### config.mk
export PLATFORM = sky130hd
export DESIGN_NAME = clavResponder
export DESIGN_NICKNAME = d
export VERILOG_FILES = /design/src/rtl/clavPkg.sv /design/src/rtl/clavCtrl.sv /design/src/rtl/clavDatapath.sv /design/src/rtl/clavResponder.sv
export SDC_FILE = /design/constraint.sdc
export NUM_CORES = 1
export LEC_CHECK = 0
export ABC_AREA = 1
export BUFFER_PORTS_ARGS = -buffer_cell sky130_fd_sc_hd__clkbuf_2
export CORE_MARGIN = 5
export CORE_UTILIZATION = 40
export CTS_CLUSTER_SIZE = 24
export DETAILED_ROUTE_END_ITERATION = 8
export PLACE_DENSITY = 0.75
export SETUP_SLACK_MARGIN = 0.02
export SLEW_MARGIN = 10
export SYNTH_ARGS = -nofsm -noshare
export SYNTH_HDL_FRONTEND = slang
export SYNTH_SLANG_ARGS = --single-unit
### constraint.sdc
create_clock -name clk -period 0.8 [get_ports clk]
set_clock_uncertainty 0.2 [all_clocks]
set_input_delay 0.08 -clock clk [delete_from_list [all_inputs] [get_ports clk]]
set_output_delay 0.08 -clock clk [all_outputs]
set_load 0.03 [all_outputs]
### src/rtl/clavPkg.sv
package clavPkg;
  localparam int LINES = 4;
  localparam int SEL_W = $clog2(LINES);

  typedef enum logic [1:0] {
    MODE_SHARED     = 2'b00,
    MODE_DIRECT     = 2'b01,
    MODE_GROUPED    = 2'b10,
    MODE_SHARED_ALT = 2'b11
  } statusMode_e;

  typedef enum logic [1:0] {
    BUS_SINGLE8  = 2'b00,
    BUS_SINGLE16 = 2'b01,
    BUS_DUAL8    = 2'b10,
    BUS_SPARE    = 2'b11
  } busMode_e;

  // strobes from the address decoder to the line registers
  typedef struct packed {
    logic [LINES-1:0]            lineEn;
    logic [LINES-1:0][SEL_W-1:0] lineSel;
  } lineStrobe_t;
endpackage

### src/rtl/clavCtrl.sv
module clavCtrl
  import clavPkg::*;
#(
  parameter int ADDR_W = 5,
  parameter int GRP_W  = 3
) (
  input  statusMode_e       mode,
  input  busMode_e          bus,
  input  logic [GRP_W-1:0]  grp,
  input  logic [ADDR_W-1:0] addrA,
  input  logic [ADDR_W-1:0] addrB,
  output lineStrobe_t       strb
);
  localparam int PORT_W = ADDR_W - GRP_W;
  localparam int HALF   = LINES / 2;
  localparam logic [ADDR_W-1:0] NULL_ADDR = {ADDR_W{1'b1}};

  logic hitA, hitB, dual;

  always_comb begin
    hitA = (addrA != NULL_ADDR) && (addrA[ADDR_W-1 -: GRP_W] == grp);
    hitB = (addrB != NULL_ADDR) && (addrB[ADDR_W-1 -: GRP_W] == grp);
    dual = (bus == BUS_DUAL8);
    strb = '0;
    case (mode)
      MODE_DIRECT: begin
        for (int i = 0; i < LINES; i++) begin
          strb.lineEn[i]  = 1'b1;
          strb.lineSel[i] = SEL_W'(i);
        end
      end
      MODE_GROUPED: begin
        for (int i = 0; i < LINES; i++) begin
          strb.lineEn[i]  = dual ? ((i < HALF) ? hitA : hitB) : hitA;
          strb.lineSel[i] = SEL_W'(i);
        end
      end
      default: begin
        if (!dual) begin
          strb.lineEn[0]  = hitA;
          strb.lineSel[0] = addrA[PORT_W-1:0];
        end else begin
          strb.lineEn[0]  = hitA && !addrA[PORT_W-1];
          strb.lineSel[0] = addrA[PORT_W-1:0];
          strb.lineEn[1]  = hitB && addrB[PORT_W-1];
          strb.lineSel[1] = addrB[PORT_W-1:0];
        end
      end
    endcase
  end
endmodule

### src/rtl/clavDatapath.sv
module clavDatapath
  import clavPkg::*;
(
  input  logic             clk,
  input  logic             rstN,
  input  lineStrobe_t      strb,
  input  logic [LINES-1:0] status,
  output logic [LINES-1:0] clav,
  output logic [LINES-1:0] clavOe
);
  for (genvar g = 0; g < LINES; g++) begin : gLine
    always_ff @(posedge clk or negedge rstN) begin
      if (!rstN) begin
        clav[g]   <= 1'b0;
        clavOe[g] <= 1'b0;
      end else begin
        clav[g]   <= strb.lineEn[g] & status[strb.lineSel[g]];
        clavOe[g] <= strb.lineEn[g];
      end
    end
  end
endmodule

### src/rtl/clavResponder.sv
module clavResponder
  import clavPkg::*;
#(
  parameter int ADDR_W = 5,
  parameter int GRP_W  = 3
) (
  input  logic              clk,
  input  logic              rstN,
  input  logic [1:0]        statusMode,
  input  logic [1:0]        busMode,
  input  logic [GRP_W-1:0]  devGroup,
  input  logic [LINES-1:0]  txRoom,
  input  logic [LINES-1:0]  rxReady,
  input  logic [ADDR_W-1:0] txAddrA,
  input  logic [ADDR_W-1:0] txAddrB,
  input  logic [ADDR_W-1:0] rxAddrA,
  input  logic [ADDR_W-1:0] rxAddrB,
  output logic [LINES-1:0]  txClav,
  output logic [LINES-1:0]  txClavOe,
  output logic [LINES-1:0]  rxClav,
  output logic [LINES-1:0]  rxClavOe
);
  lineStrobe_t txStrb, rxStrb;
  statusMode_e modeE;
  busMode_e    busE;

  assign modeE = statusMode_e'(statusMode);
  assign busE  = busMode_e'(busMode);

  clavCtrl #(.ADDR_W(ADDR_W), .GRP_W(GRP_W)) uTxCtrl (
    .mode(modeE), .bus(busE), .grp(devGroup),
    .addrA(txAddrA), .addrB(txAddrB), .strb(txStrb));

  clavCtrl #(.ADDR_W(ADDR_W), .GRP_W(GRP_W)) uRxCtrl (
    .mode(modeE), .bus(busE), .grp(devGroup),
    .addrA(rxAddrA), .addrB(rxAddrB), .strb(rxStrb));

  clavDatapath uTxPath (
    .clk(clk), .rstN(rstN), .strb(txStrb), .status(txRoom),
    .clav(txClav), .clavOe(txClavOe));

  clavDatapath uRxPath (
    .clk(clk), .rstN(rstN), .strb(rxStrb), .status(rxReady),
    .clav(rxClav), .clavOe(rxClavOe));
endmodule

# == Yosys cells after proc, flatten, opt, wreduce, memory -nomap -nowiden ==
# Cells that the tools add are included.
# word_totals
register_bits,16
n_memories,0
rom_bits,0
latch_bits,0
mem_bits_rw,0
# op_classes
multipliers,0
shifts,0
reduce_logical,11
n_div,0
n_lt_le_gt_ge,6
eq_ne,11
mux,31
bitwise_logic,8
add_sub_neg,0
# ops
op,n
$ne 5x5->1 const B,4
$lt 2x3->1 const B,6
$bmux 1 s2,8
$pmux 2 s2,4
$mux 1,14
$eq 3x3->1,4
$mux 4,3
$and 1x1->1,8
$logic_and 1x1->1,8
$eq 2x2->1 const B,2
$mux 2,2
$eq 2x1->1 const B,1
$logic_not 1->1,2
$reduce_or 2->1,1

# == Logic depth before layout (Yosys ltp) ==
# depth
depth_word,6
mapped_depth,10
depth_no_buf,10

# == Hierarchy ==
# A second synthesis with hierarchy kept.
# hier_totals
hier_cells,220
hier_area_um2,1343.8
# modules_own_cells
module,cells_each,area_per_inst_um2,n_inst,seq_area_each_um2
clavDatapath,52,380.4,2,200.2
clavCtrl,58,291.5,2,0.0

# == Least setup slack after synthesis ==
# Ideal clock, no wire load.
# synth_path
path_type,input port to flip-flop
from,input port statusMode[0]
to,register uTxPath.clav[1]
n_path_buf,1
cell_stages,10
setup_ps,124
arrival_time_ps,1057
required_time_ps,476
slack_ps,-581
path_cell_list,inv_1 ha_1 buf_2 inv_4 nor2_1 nand2_1 a21oi_1 o21ai_0 nand2_1 a21oi_1
# synth_via
elab_chain_cells,6
# synth_lines
item,line,rtl
start: declaration,clavResponder.sv:9,"input logic [1:0] statusMode,"
$eq 2x1->1 or $eq 2x2->1 (tied branches),clavCtrl.sv:25,case (mode)
$reduce_or 2->1 (no line),n/a,
$mux 4,clavCtrl.sv:25,
$bmux 1 s2,clavDatapath.sv:17,clav[g] <= strb.lineEn[g] & status[strb.lineSel[g]];
$mux 1 (implied by the code),clavDatapath.sv:17,
$and 1x1->1 (*),clavDatapath.sv:17,
end signal: indexed assignment,clavDatapath.sv:17,
end: declaration,clavDatapath.sv:8,"output logic [LINES-1:0] clav,"
# Every way passes the cells marked *; elsewhere a longest branch is shown, timed or not. The select of a mux whose other input is x is not followed.

# == Final worst setup path ==
# layout_path
from,register uRxPath.clavOe[2]
to,output port rxClavOe[2]
# layout_lines
item,line,rtl
start: declaration,clavDatapath.sv:9,output logic [LINES-1:0] clavOe
start signal: indexed assignment,clavDatapath.sv:18,clavOe[g] <= strb.lineEn[g];
end: declaration,clavResponder.sv:21,output logic [LINES-1:0] rxClavOe
# No word-level cell between the ends.

==> flow_metrics.tcl <==
set metrics [dict create \
    number_of_antenna_violations_at_the_first_check_in_global_routing 0 \
    postSynthAreaPerCell_um2 6.55 \
    flow.area_growth_from_synthesis_pct 99.4 \
    max_freq_ghz 0.885 \
    syn_inst 150 \
    route.detailed.drc 0 \
    fillCellCount 140 \
    ioPinCount 53 \
    route.final.wire_length_um 3330 \
    port_buffers 52 \
    cts_root_cell "sky130_fd_sc_hd__clkbuf_4" \
    timing.critical_path.slowest_stage_cell "sky130_fd_sc_hd__dfrtp_2" \
    worstSetupStartpointType "flip-flop" \
    hold_violations 4 \
    layout_utilization 0.813 \
    critical_path_class "reg2out" \
    dp.final_hpwl_um 2060 \
    die_area_um2 3550 \
    yosysSeqAreaShare 0.357 \
    crit_buf_inv 1 \
    drv_slew 0 \
    synth_fp_nets 189 \
    cts_sinks 14 \
    chain_of_cells_forming_the_critical_path "buf_8" \
    holdBufCountCts 1 \
    synthesis.area_um2 982 \
    cp_data_arrival_time_ps 850 \
    setup_repair_after_global_routing_missed_its_margin "yes" \
    cp_slowest_stage_delay_ps 430 \
    yosysWarnings 0 \
    largest_net_degree_at_the_start_of_global_routing 15 \
    multi_input_comb_area_um2 718 \
    finalSetupViolCount 30 \
    vertical_die_dimension_um 59.6 \
    seq_area_um2 353 \
    slew_headroom 0.803 \
    cp.required_ps 520 \
    gp_congestion 0.829 \
    max_slew.worst_pin.slew_ps 293 \
    clk_pin_slew_ps 70 \
    vdd_ir_drop_max_v 0.000946 \
    violated_checks "hold timing, setup timing" \
    vias_per_cell 4.78 \
    fin_crit_ps 1130 \
    worst_hold_slack_ps -81.7 \
    power.leakage_nw 1.06 \
    fin_crit_sh 1.41 \
    ant_nets 0 \
    numPlacedInstances 249 \
    post_synth_num_cell_types 20 \
    p_per_area_nw_per_um2 1140 \
    crit_path_start "uRxPath.clavOe[2]" \
    die_w_um 59.6 \
    hold_path.class "in2reg" \
    ctsLongestPathBuffers 2 \
    detailroute.via_count 1228 \
    cp_top_family "flip-flops" \
    cts-buffers-inserted 3 \
    vias_in_the_first_global_route 1223 \
    drtPass1Iterations 5 \
    wire_length_of_the_first_global_routing_pass_um 4970 \
    hold_start "txRoom[2]" \
    final_critical_path_setup_slack_ps -329 \
    layout_cell_share_with_drive_strength_beyond_1 0.590 \
    stdcell_count 257 \
    ys_ff_latch 14 \
    endpoint_kind "output port" \
    drt-wirelength-per-cell_um 12.9 \
    gr-usage-all-layers 0.183 \
    path_max_fanout 2 \
    ctsHtreeMaxLevel 1 \
    antenna_cells_inserted 0 \
    floorplan.rows 18 \
    drv_cap 0 \
    initial_utilization 0.408 \
    cts_tree "done" \
    grt_overflow_total 0 \
    final_net_count 268 \
    status "complete, but fails checks" \
    core-area_um2 2410 \
    drt_iter0_drc 22 \
]
final timing paths:
check | end | slack, ps | cells after the start
max in group asynchronous | uTxPath.clavOe[2] | 130 | 2
max | rxClavOe[2] | -330 | 1
min in group asynchronous | uRxPath.clavOe[0] | 20 | 2
min | uTxPath.clav[2] | -80 | 4
stage by stage:
step           hold WS [ps]  worst slack (ps)  power [mW]  TNS [ps]  cell area (um^2)
2_1_floorplan          -416              -411        1.19     -3360              1040
3_3_place_gp           -215              -573        1.49     -6640              1450
3_5_place_dp           -213              -597        1.49     -6810              1450
4_1_cts               -76.4              -326        2.09     -7100              1820
5_1_grt               -84.1              -355        2.34     -8160              1960
6_report              -81.7              -329        2.22     -7060              1960
what timing repair did:
action                     CTS  global route
setup endpoints to repair   30            44
pin swaps                   16            29
buffers inserted             5             1
hold endpoints to repair    20             4
resized for setup           77            55
cells in the final DEF, fill, tap and decap left out, drive strengths merged:
cell type / instances
nand2: 55
buf: 50
clkbuf: 29
inv: 21
nor2: 18
dfrtp: 14
o21ai: 11
a21oi: 9
xor2: 6
nand3: 3
o21bai: 2
or2: 2
o31ai: 2
ha: 2
nand4: 1
o211ai: 1
dlygate4sd3: 1
layout make-up:
cell class	count	share of cell area
multi-input cells	112	0.367
well taps	30	0.0192
flip-flops and latches	14	0.180
repair buffers	77	0.373
clock buffers	3	0.0115
inverters	21	0.0492
power breakdown:
part | switching (mW) | total, mW | internal (mW)
Clock | 0.196 | 0.370 | 0.174
Combinational | 0.536 | 1.07 | 0.533
Sequential | 0.0319 | 0.784 | 0.753
layer usage:
metal  vias to the layer above  GRT usage  wire (um)
li1                        620          -          -
met1                       546      0.201       1170
met2                        55      0.351       1880
met3                         7     0.0196        190
met4                         0     0.0696         87
met5                         -          0          0
cells by family after synthesis:
family / share of synthesized area
xor+xnor: 0.0535
compound gates: 0.140
buf+inv: 0.103
flops: 0.357
simple gates: 0.321
fa+ha+maj: 0.0255
tightest hold or removal path: stages:
cell	delay, ps
sky130_fd_sc_hd__clkbuf_2	80
sky130_fd_sc_hd__inv_1	60
sky130_fd_sc_hd__buf_4	110
sky130_fd_sc_hd__nor2_2	30
flip-flops by register name, indices dropped and copies added, names as in the netlist:
signal,flops
uRxPath.clav,4
uTxPath.clav,4
uRxPath.clavOe,3
uTxPath.clavOe,3
synthesized netlist by cell type, drive strengths merged:
cell type | n | area, um^2
nand3 | 3 | 15.0
nand4 | 1 | 6.26
buf | 3 | 20.0
ha | 2 | 25.0
xor2 | 6 | 52.6
o211ai | 1 | 7.51
nor2 | 18 | 67.6
or2 | 2 | 12.5
a21oi | 9 | 45.0
o21bai | 2 | 15.0
o21ai | 11 | 55.1
o31ai | 2 | 15.0
inv | 21 | 81.3
nand2 | 55 | 214
dfrtp | 14 | 350
Note: power is estimated with default switching activity, not from simulation.
